$ cat src/rtl/cqw_pkg.sv
package cqw_pkg;
  localparam int LOG_W         = 5;
  localparam int REC_BYTES_LOG = 4;

  typedef struct packed {
    logic [63:0]      base;
    logic [LOG_W-1:0] log_size;
    logic             en;
  } ring_cfg_t;

  typedef struct packed {
    logic [31:0] w3;
    logic [31:0] w2;
    logic [31:0] w1;
    logic [31:0] w0;
  } cq_rec_t;

  // slot inside the ring for a producer position
  function automatic logic [31:0] ring_slot(input logic [31:0] ptr, input logic [LOG_W-1:0] lg);
    return ptr & ((32'd1 << lg) - 32'd1);
  endfunction

  // lap parity: the bit just above the slot bits
  function automatic logic wrap_bit(input logic [31:0] ptr, input logic [LOG_W-1:0] lg);
    return ptr[lg];
  endfunction

  // phase written into a record: 1 on the first lap
  function automatic logic phase_of(input logic [31:0] ptr, input logic [LOG_W-1:0] lg);
    return ~wrap_bit(ptr, lg);
  endfunction

  // advance modulo twice the ring size
  function automatic logic [31:0] ptr_next(input logic [31:0] ptr, input logic [LOG_W-1:0] lg);
    return (ptr + 32'd1) & ((32'd2 << lg) - 32'd1);
  endfunction

  function automatic logic [63:0] slot_addr(input logic [63:0] base, input logic [15:0] slot);
    return base + ({48'd0, slot} << REC_BYTES_LOG);
  endfunction
endpackage

$ cat src/rtl/cqw_cfg_regs.sv
module cqw_cfg_regs
  import cqw_pkg::*;
#(
  parameter int MAX_LOG = 16,
  parameter int DEF_LOG = 8
) (
  input  logic        clk,
  input  logic        rst_n,
  input  logic        cfg_wr,
  input  logic [3:0]  cfg_addr,
  input  logic [31:0] cfg_wdata,
  output ring_cfg_t   cfg
);
  localparam logic [3:0] OFS_CTRL    = 4'h0;
  localparam logic [3:0] OFS_BASE_LO = 4'h8;
  localparam logic [3:0] OFS_BASE_HI = 4'hC;
  localparam int         LOG_LSB     = 16;

  logic [LOG_W-1:0] log_field;
  logic [LOG_W-1:0] log_clamped;

  assign log_field   = cfg_wdata[LOG_LSB +: LOG_W];
  assign log_clamped = (int'(log_field) > MAX_LOG) ? LOG_W'(MAX_LOG) : log_field;

  always_ff @(posedge clk) begin
    if (!rst_n) begin
      cfg.en       <= 1'b0;
      cfg.log_size <= LOG_W'(DEF_LOG);
      cfg.base     <= 64'd0;
    end else if (cfg_wr) begin
      case (cfg_addr)
        OFS_CTRL: begin
          cfg.en       <= cfg_wdata[0];
          cfg.log_size <= log_clamped;
        end
        OFS_BASE_LO: cfg.base[31:0]  <= {cfg_wdata[31:4], 4'b0000};
        OFS_BASE_HI: cfg.base[63:32] <= cfg_wdata;
        default: ;
      endcase
    end
  end
endmodule

$ cat src/rtl/cqw_prod_ptr.sv
module cqw_prod_ptr
  import cqw_pkg::*;
#(
  parameter int PTR_W = 17
) (
  input  logic             clk,
  input  logic             rst_n,
  input  logic             en,
  input  logic [LOG_W-1:0] log_size,
  input  logic             adv,
  output logic [PTR_W-1:0] ptr
);
  always_ff @(posedge clk) begin
    if (!rst_n || !en) begin
      ptr <= '0;
    end else if (adv) begin
      ptr <= PTR_W'(ptr_next(32'(ptr), log_size));
    end
  end
endmodule

$ cat src/rtl/cqw_rec_stage.sv
module cqw_rec_stage
  import cqw_pkg::*;
(
  input  logic         clk,
  input  logic         rst_n,
  input  logic         load,
  input  cq_rec_t      rec_in,
  input  logic [63:0]  addr_in,
  input  logic         wr_ready,
  output logic         wr_valid,
  output logic [63:0]  wr_addr,
  output logic [127:0] wr_data,
  output logic         free
);
  assign free = !wr_valid || wr_ready;

  always_ff @(posedge clk) begin
    if (!rst_n) begin
      wr_valid <= 1'b0;
      wr_addr  <= 64'd0;
      wr_data  <= 128'd0;
    end else if (load) begin
      wr_valid <= 1'b1;
      wr_addr  <= addr_in;
      wr_data  <= rec_in;
    end else if (wr_ready) begin
      wr_valid <= 1'b0;
    end
  end
endmodule

$ cat src/rtl/cqw_irq.sv
module cqw_irq (
  input  logic clk,
  input  logic rst_n,
  input  logic wr_hs,
  input  logic irq_done,
  output logic irq
);
  logic pending;

  always_ff @(posedge clk) begin
    if (!rst_n) begin
      pending <= 1'b0;
      irq     <= 1'b0;
    end else begin
      irq     <= wr_hs && (!pending || irq_done);
      pending <= wr_hs || (pending && !irq_done);
    end
  end
endmodule

$ cat src/rtl/cqw_writer.sv
module cqw_writer
  import cqw_pkg::*;
#(
  parameter int MAX_LOG = 16,
  parameter int DEF_LOG = 8,
  parameter int TAG_W   = 16,
  parameter int LEN_W   = 16
) (
  input  logic             clk,
  input  logic             rst_n,
  input  logic             cfg_wr,
  input  logic [3:0]       cfg_addr,
  input  logic [31:0]      cfg_wdata,
  input  logic             evt_valid,
  output logic             evt_ready,
  input  logic [TAG_W-1:0] evt_tag,
  input  logic [LEN_W-1:0] evt_len,
  output logic             wr_valid,
  input  logic             wr_ready,
  output logic [63:0]      wr_addr,
  output logic [127:0]     wr_data,
  output logic             irq,
  input  logic             irq_done
);
  localparam int PTR_W = MAX_LOG + 1;

  ring_cfg_t        cfg;
  logic [PTR_W-1:0] prod_ptr;
  logic             ring_en;
  logic             stage_free;
  logic             evt_take;
  logic             wr_hs;
  logic [15:0]      cur_slot;
  logic             cur_phase;
  cq_rec_t          rec;
  logic [63:0]      rec_addr;

  cqw_cfg_regs #(.MAX_LOG(MAX_LOG), .DEF_LOG(DEF_LOG)) u_cfg (
    .clk(clk), .rst_n(rst_n), .cfg_wr(cfg_wr), .cfg_addr(cfg_addr),
    .cfg_wdata(cfg_wdata), .cfg(cfg)
  );

  assign ring_en   = cfg.en;
  assign evt_ready = ring_en && stage_free;
  assign evt_take  = evt_valid && evt_ready;
  assign wr_hs     = wr_valid && wr_ready;

  cqw_prod_ptr #(.PTR_W(PTR_W)) u_ptr (
    .clk(clk), .rst_n(rst_n), .en(ring_en), .log_size(cfg.log_size),
    .adv(evt_take), .ptr(prod_ptr)
  );

  assign cur_slot  = 16'(ring_slot(32'(prod_ptr), cfg.log_size));
  assign cur_phase = phase_of(32'(prod_ptr), cfg.log_size);
  assign rec_addr  = slot_addr(cfg.base, cur_slot);

  always_comb begin
    rec.w0 = 32'(evt_tag);
    rec.w1 = 32'(evt_len);
    rec.w2 = 32'd0;
    rec.w3 = {cur_phase, 15'd0, cur_slot};
  end

  cqw_rec_stage u_stage (
    .clk(clk), .rst_n(rst_n), .load(evt_take), .rec_in(rec), .addr_in(rec_addr),
    .wr_ready(wr_ready), .wr_valid(wr_valid), .wr_addr(wr_addr), .wr_data(wr_data),
    .free(stage_free)
  );

  cqw_irq u_irq (
    .clk(clk), .rst_n(rst_n), .wr_hs(wr_hs), .irq_done(irq_done), .irq(irq)
  );
endmodule

$ cat config.mk
export PLATFORM = sky130hd
export DESIGN_NAME = cqw_writer
export DESIGN_NICKNAME = d
export VERILOG_FILES = /design/src/rtl/cqw_pkg.sv /design/src/rtl/cqw_cfg_regs.sv /design/src/rtl/cqw_prod_ptr.sv /design/src/rtl/cqw_rec_stage.sv /design/src/rtl/cqw_irq.sv /design/src/rtl/cqw_writer.sv
export SDC_FILE = /design/constraint.sdc
export NUM_CORES = 1
export LEC_CHECK = 0
export BUFFER_PORTS_ARGS = -buffer_cell sky130_fd_sc_hd__buf_4
export CAP_MARGIN = 25
export CORE_UTILIZATION = 45
export DETAILED_ROUTE_END_ITERATION = 12
export GPL_TIMING_DRIVEN = 0
export PLACE_DENSITY = 0.67
export SKIP_LAST_GASP = 1
export SYNTH_ARGS = -nofsm -noshare
export SYNTH_HDL_FRONTEND = slang
export SYNTH_HIERARCHICAL = 1
export SYNTH_SLANG_ARGS = --single-unit
$ cat constraint.sdc
create_clock -name clk -period 4.8 [get_ports clk]
set_clock_uncertainty 0.1 [all_clocks]
set_input_delay 0.48 -clock clk [delete_from_list [all_inputs] [get_ports clk]]
set_output_delay 0.48 -clock clk [all_outputs]
set_load 0.005 [all_outputs]
# After elaboration in Yosys (flattened, before gate mapping)
# Index checks and enable logic that the tools add are counted.
# classes
addsub	4
magnitude_cmp	2
n_eq_ne	2
shifts	2
n_mux	5
bitwise	3
reduce_logical	19
# op_table
op	n
adder 64 x 20 -> 64 bit	1
adder 17 x 1 -> 17 bit, second input constant	1
AND 17 bit	1
left shift 2 x 5 -> 17 bit, first input constant	1
subtractor 17 x 1 -> 17 bit, second input constant	1
AND 16 bit	1
left shift 1 x 5 -> 16 bit, first input constant	1
subtractor 16 x 1 -> 16 bit, second input constant	1
== test 4 bit, second input constant	2
less-than comparator 5 x 6 -> 1 bit, second input constant	1
AND reduction 2 bit	3
binary-select mux 1 bit (select 5 bit)	1
greater-than comparator 5 bit, second input constant	1
logical AND 1 bit	5
logical NOT 1 bit	5
2-to-1 mux 5 bit	1
logical NOT 4 bit	1
logical OR 1 bit	4
2-to-1 mux 1 bit	3
nonzero test 2 bit	1
NOT 1 bit	1
# word_totals
reg_bits	199
inputBits	74
elab_cells	47

# Logic depth before layout (Yosys ltp)
# logic_depth
word_depth	5
depth_mapped	20
ltp_nobuf	17

# Cells and area by module
# Netlist, hierarchy kept.
# by_module_without_submodules
mod	instances	cells_each	area_each_um2	seq_area_each_um2
cqw_rec_stage	1	623	7449.6	3863.7
cqw_writer	1	352	2737.6	0.0
cqw_cfg_regs	1	262	2568.7	1321.3
cqw_prod_ptr	1	137	1108.6	340.3
cqw_irq	1	6	63.8	40.0

# Least setup slack after synthesis
# No wires, ideal clock.
# synth_timing
kind	reg2reg
start	reg, netlist name u_cfg/cfg[2]
end	reg u_stage.wr_addr[33]
setup_ns	0.116
arrival_time_ns	4.028
path_slack_ns	0.556
stages_incl_launch_ff	21
period_less_slack_ns	4.244
path_cell_list	dfxtp_1 -> clkbuf_1 -> clkbuf_1 -> nand3b_1 -> ha_1 -> clkbuf_1 -> inv_1 -> o21ai_0 -> nand2_1 -> a21boi_0 -> ha_1 -> buf_2 -> a21oi_1 -> o21a_1 -> o21ai_0 -> nand2_1 -> buf_1 -> a211oi_1 -> xor2_1 -> mux2i_1 -> nor2b_1
# synth_between
elab_chain_cells	4
# synth_lines
item	line_no	rtl
left shift 1 x 5 -> 16 bit	cqw_pkg.sv:20	return ptr & ((32'd1 << lg) - 32'd1);
subtractor 16 x 1 -> 16 bit	cqw_pkg.sv:20	
AND 16 bit	cqw_pkg.sv:20	
via cur_slot[10]	cqw_writer.sv:33	logic [15:0] cur_slot;
adder 64 x 20 -> 64 bit	cqw_pkg.sv:39	return base + ({48'd0, slot} << REC_BYTES_LOG);
via rec_addr[33]	cqw_writer.sv:36	logic [63:0] rec_addr;
end signal: assignment	cqw_rec_stage.sv:24	wr_addr <= addr_in;
end: declaration	cqw_rec_stage.sv:11	output logic [63:0] wr_addr,
# The timed path passes the listed nets, and every way through them passes these cells.
# A chain may end at the register's enable or synchronous reset.

# Worst setup path in the final report
# layout_timing
start	reg, netlist name u_cfg/cfg[2]
end	reg u_stage.wr_addr[28]
# layout_between
elab_chain_cells	4
# layout_lines
item	line_no
left shift 1 x 5 -> 16 bit	cqw_pkg.sv:20
subtractor 16 x 1 -> 16 bit	cqw_pkg.sv:20
AND 16 bit	cqw_pkg.sv:20
via cur_slot[4]	cqw_writer.sv:33
adder 64 x 20 -> 64 bit	cqw_pkg.sv:39
via rec_addr[28]	cqw_writer.sv:36
# The timed path passes the listed nets, and every way through them passes these cells.

==> run_results.csv <==
group,metric,value,unit
yosys,synthMuxAreaShare,19.51,%
cells_and_area,num-fill-cells,2660,
timing,fin_crit,4.502,ns
clock_tree,clock_latency,0.55,ns
critical_path,reg2reg_to,"u_stage/wr_addr[28]",
place,dpl.hpwl,29.00,mm
clock_tree,numCtsBuffers,30,
die,die_w,177.9,microns
clock_tree,cts_max_level,1,
power_and_ir_drop,power_switching,1.057,mW
run,drv_cap,0,
yosys,syn_inst,1380,
routing,postRouteAntennaNets,0,
die,die_h,177.9,microns
critical_path,r2r-start,"u_cfg/cfg[2]",
timing,setup_viol,0,
routing,first_pass_iters,5,
cells_and_area,area_growth,28.33,%
clock_tree,cts_tree,"yes",
global_routing,grt_pass1_vias,10370,
critical_path,reg2reg_depth,18,
die,fp.coreArea,30510,sq um
routing,drc,0,
critical_path,crit_required,5.19,ns
yosys,synth_edf_count,0,
timing,holdWs,0.08556,ns
critical_path,critPathArrivalTime,4.89,ns
power_and_ir_drop,p_leak,7.145,nW
power_and_ir_drop,clkPwrFrac,49.1,%
yosys,yosys_most_used_dff,"dfxtp_1",
global_routing,grt_max_degree,15,
critical_path,critPathMaxFanout,10,
power_and_ir_drop,ir_worst_vdd,0.2414,mV
cells_and_area,nets,1855,
clock_tree,cts_sinks,278,
global_routing,antenna_found_initial,0,
critical_path,reg2reg_slack,0.30,ns
timing,finalHoldViolCount,0,
yosys,synthAdderAreaFrac,1.851,%
critical_path,crit_type,"reg2reg",
routing,wirelength,37.74,mm
timing,worst_slew_pin_slew,0.7179,ns
yosys,ys_seq_area_share,39.96,%
die,io-pin-count,269,
yosys,yosys_warnings,6,
hold_path,hold_end,"u_stage/wr_data[0]",
die,start_util,45.65,%
routing,vias_per_cell,5.063,
yosys,yosys.area_share.simple,19.81,%
clock_tree,clk_pin_slew,0.06,ns
yosys,async_reset_ff_share,0,%
routing,first_iter_violations,684,
hold_path,min_path_type,"in2reg",
routing,routedWlPerCell,17.30,microns
yosys,synth.avg_cell_area,10.09,sq um
outcome,status,"complete, no violations",
place,gp_congestion,0.9075,
global_routing,grt_overflow_total,0,
timing,report.final.slew_viol_count,0,
routing,dr_total_vias,11040,
yosys,ys_ff_latch,278,
power_and_ir_drop,internal_power,3.954,mW
cells_and_area,antennaDiodeCount,0,
hold_path,hold_depth,3,
cells_and_area,final_util,58.59,%
timing,max-slew-margin-rel,52.14,%
global_routing,grt_pass1_wl,56.66,mm
clock_tree,cts_buffer_depth,3,
power_and_ir_drop,swShare,21.10,%
global_routing,grtUsageTotal,22.92,%
clock_tree,post_cts_buffers,0,
yosys,synthDistinctLibCells,77,
clock_tree,cts-root-buf,"clkbuf_16",
die,die_area,31660,sq um
power_and_ir_drop,pwr-share-comb,4.4,%
timing,post-route-period-util,93.80,%
hold_path,hold_start,"evt_tag[0]",
critical_path,cp-end-kind,"register",
power_and_ir_drop,seq_power_share,46.5,%
die,rows,64,
yosys,synth_compound_area_share,9.082,%
timing,timing.fmax,222.1,MHz
place,port-buffer-count,268,
critical_path,worstSetupStartpointType,"register",
cells_and_area,drive_gt1_share,23.87,%
yosys,synth_top_family_by_area,"simple AND/OR/NAND/NOR gates",
power_and_ir_drop,power_per_cell_area,280.4,nW/um^2
yosys,synth_area,13930,sq um
yosys,synth_xor_area_share,4.339,%
-- repair_timing --
action | 4_1_cts | 5_1_grt
pin swaps | 0 | 3
hold buffers | 0 | 0
cloned | 0 | 0
setup endpoints to repair | 47 | 42
gates resized for setup | 12 | 13
-- flip-flops by register name, summed over array words and instances (netlist names) --
register and cells:
u_stage/wr_addr 64, u_stage/wr_valid 1, u_irq/irq 1, u_ptr/ptr 17, u_irq/pending 1, u_cfg/cfg 66
u_stage/wr_data 128
-- stage by stage --
step / cells / setup TNS, ns / power (mW) / instance area (sq um) / setup WS (ns)
after floorplan: 1461 / 0 / 2.498 / 14230 / 0.5558
after global placement: 2125 / -14.66 / 2.598 / 16740 / -0.5994
after detailed placement: 2125 / -18.16 / 2.601 / 16740 / -0.6520
after CTS: 2181 / 0 / 5.069 / 17830 / 0.005381
after global routing: 2181 / -0.001846 / 5.185 / 17870 / -0.001846
final: 2181 / 0 / 5.012 / 17870 / 0.2975
-- critical path, stage by stage (launching register included) --
cell      delay (ns)
dfxtp_2         0.37
clkbuf_4        0.22
clkbuf_2        0.21
nand3b_1        0.20
ha_1            0.25
nor4_2          0.34
mux2_2          0.21
a22oi_1         0.06
nor2b_1         0.22
ha_1            0.33
a21o_1          0.22
a21oi_1         0.22
a21oi_2         0.14
o211ai_4        0.53
buf_6           0.25
a21oi_1         0.09
xnor2_1         0.25
mux2i_1         0.12
nor2b_1         0.11
-- power by group through the flow --
stage | logic, mW | clock network [mW] | registers [mW]
after floorplan | 0.119 | 0 | 2.38
after detailed placement | 0.219 | 0 | 2.38
after global placement | 0.217 | 0 | 2.38
after CTS | 0.220 | 2.52 | 2.33
final | 0.220 | 2.46 | 2.33
after global routing | 0.238 | 2.61 | 2.33
-- cell usage in the layout (no fill, tap or decap), types with 19 or more instances in the layout --
master and count:
dfxtp_1 277, buf_4 275, mux2i_1 258, nor2b_1 201, nand2_1 143, conb_1 83, xor2_1 52, clkbuf_1 40
a21oi_1 31, nand3_1 31, clkbuf_16 31, nor2_1 22, ha_1 19
-- logic make-up (layout without fill, tap and decap cells) --
| group | Yosys count | after routing |
|---|---|---|
| compound gates | 149 | 149 |
| xor+xnor | 69 | 69 |
| fa+ha+maj | 20 | 20 |
| buf+inv | 102 | 426 |
| flops | 278 | 278 |
| mux | 265 | 265 |
| other cells | 2 | 83 |
| simple gates | 495 | 495 |
-- cell type report --
class / count / area [sq um] / area share [%]
clock buffers: 45 / 918.4 / 5.138
inverters: 12 / 45.04 / 0.2520
well taps: 396 / 495.5 / 2.772
plain buffers: 90 / 716.9 / 4.011
clock inverters: 11 / 155.1 / 0.8680
repair buffers: 268 / 2012 / 11.26
flip-flops and latches: 278 / 5567 / 31.14
multi-input cells: 1081 / 7965 / 44.56
-- worst max path at each step --
stage | start | to | slack, ns | cells after the start
CTS | u_cfg/cfg[4] | u_stage/wr_addr[31] | 0.005 | 19
global placement | u_cfg/cfg[2] | u_stage/wr_addr[31] | -0.60 | 16
global route | u_cfg/cfg[2] | u_stage/wr_addr[31] | -0.002 | 19
floorplan | u_cfg/cfg[2] | u_stage/wr_addr[33] | 0.56 | 20
detailed placement | u_cfg/cfg[2] | u_stage/wr_addr[33] | -0.65 | 20
finish | u_cfg/cfg[2] | u_stage/wr_addr[28] | 0.30 | 18
-- synth_stat cells (3+ instances only) --
| master | n | share of area, % |
|---|---|---|
| dfxtp_1 | 278 | 40 |
| mux2i_1 | 258 | 19 |
| nor2b_1 | 201 | 9.0 |
| nand2_1 | 143 | 3.9 |
| xor2_1 | 52 | 3.3 |
| clkbuf_1 | 40 | 1.1 |
| a21oi_1 | 32 | 1.1 |
| nand3_1 | 31 | 1.1 |
| nor2_1 | 22 | 0.59 |
| o21ai_0 | 20 | 0.72 |
| ha_1 | 19 | 1.7 |
| xnor2_1 | 17 | 1.1 |
| a2111oi_2 | 16 | 1.7 |
| a211oi_1 | 16 | 0.86 |
| and3_1 | 14 | 0.63 |
| buf_12 | 14 | 2.0 |
| buf_2 | 14 | 0.50 |
| nand4_1 | 13 | 0.58 |
| and2_1 | 12 | 0.54 |
| inv_1 | 12 | 0.32 |
| nand2b_1 | 9 | 0.40 |
| nand3b_1 | 9 | 0.49 |
| o21a_1 | 9 | 0.49 |
| nor3_1 | 8 | 0.29 |
| a21boi_0 | 7 | 0.38 |
| buf_4 | 7 | 0.38 |
| a21o_1 | 6 | 0.32 |
| and4_1 | 6 | 0.38 |
| buf_8 | 6 | 0.65 |
| a2111oi_4 | 5 | 0.99 |
| buf_1 | 5 | 0.13 |
| mux4_2 | 5 | 0.81 |
| buf_6 | 4 | 0.32 |
| nand3_2 | 4 | 0.29 |
| o31ai_1 | 4 | 0.22 |
| nor4_1 | 3 | 0.13 |
| o21bai_1 | 3 | 0.16 |
| or3_1 | 3 | 0.13 |
-- routing by layer --
layer	vias to the layer above	global-route usage, %	wire [microns]
met5	-	0	0
met4	0	6.660	892
met3	55	4.049	2645
met2	372	37.92	17150
met1	5114	30.32	17050
li1	5502	-	-
Power figures use the tool's default switching activity.
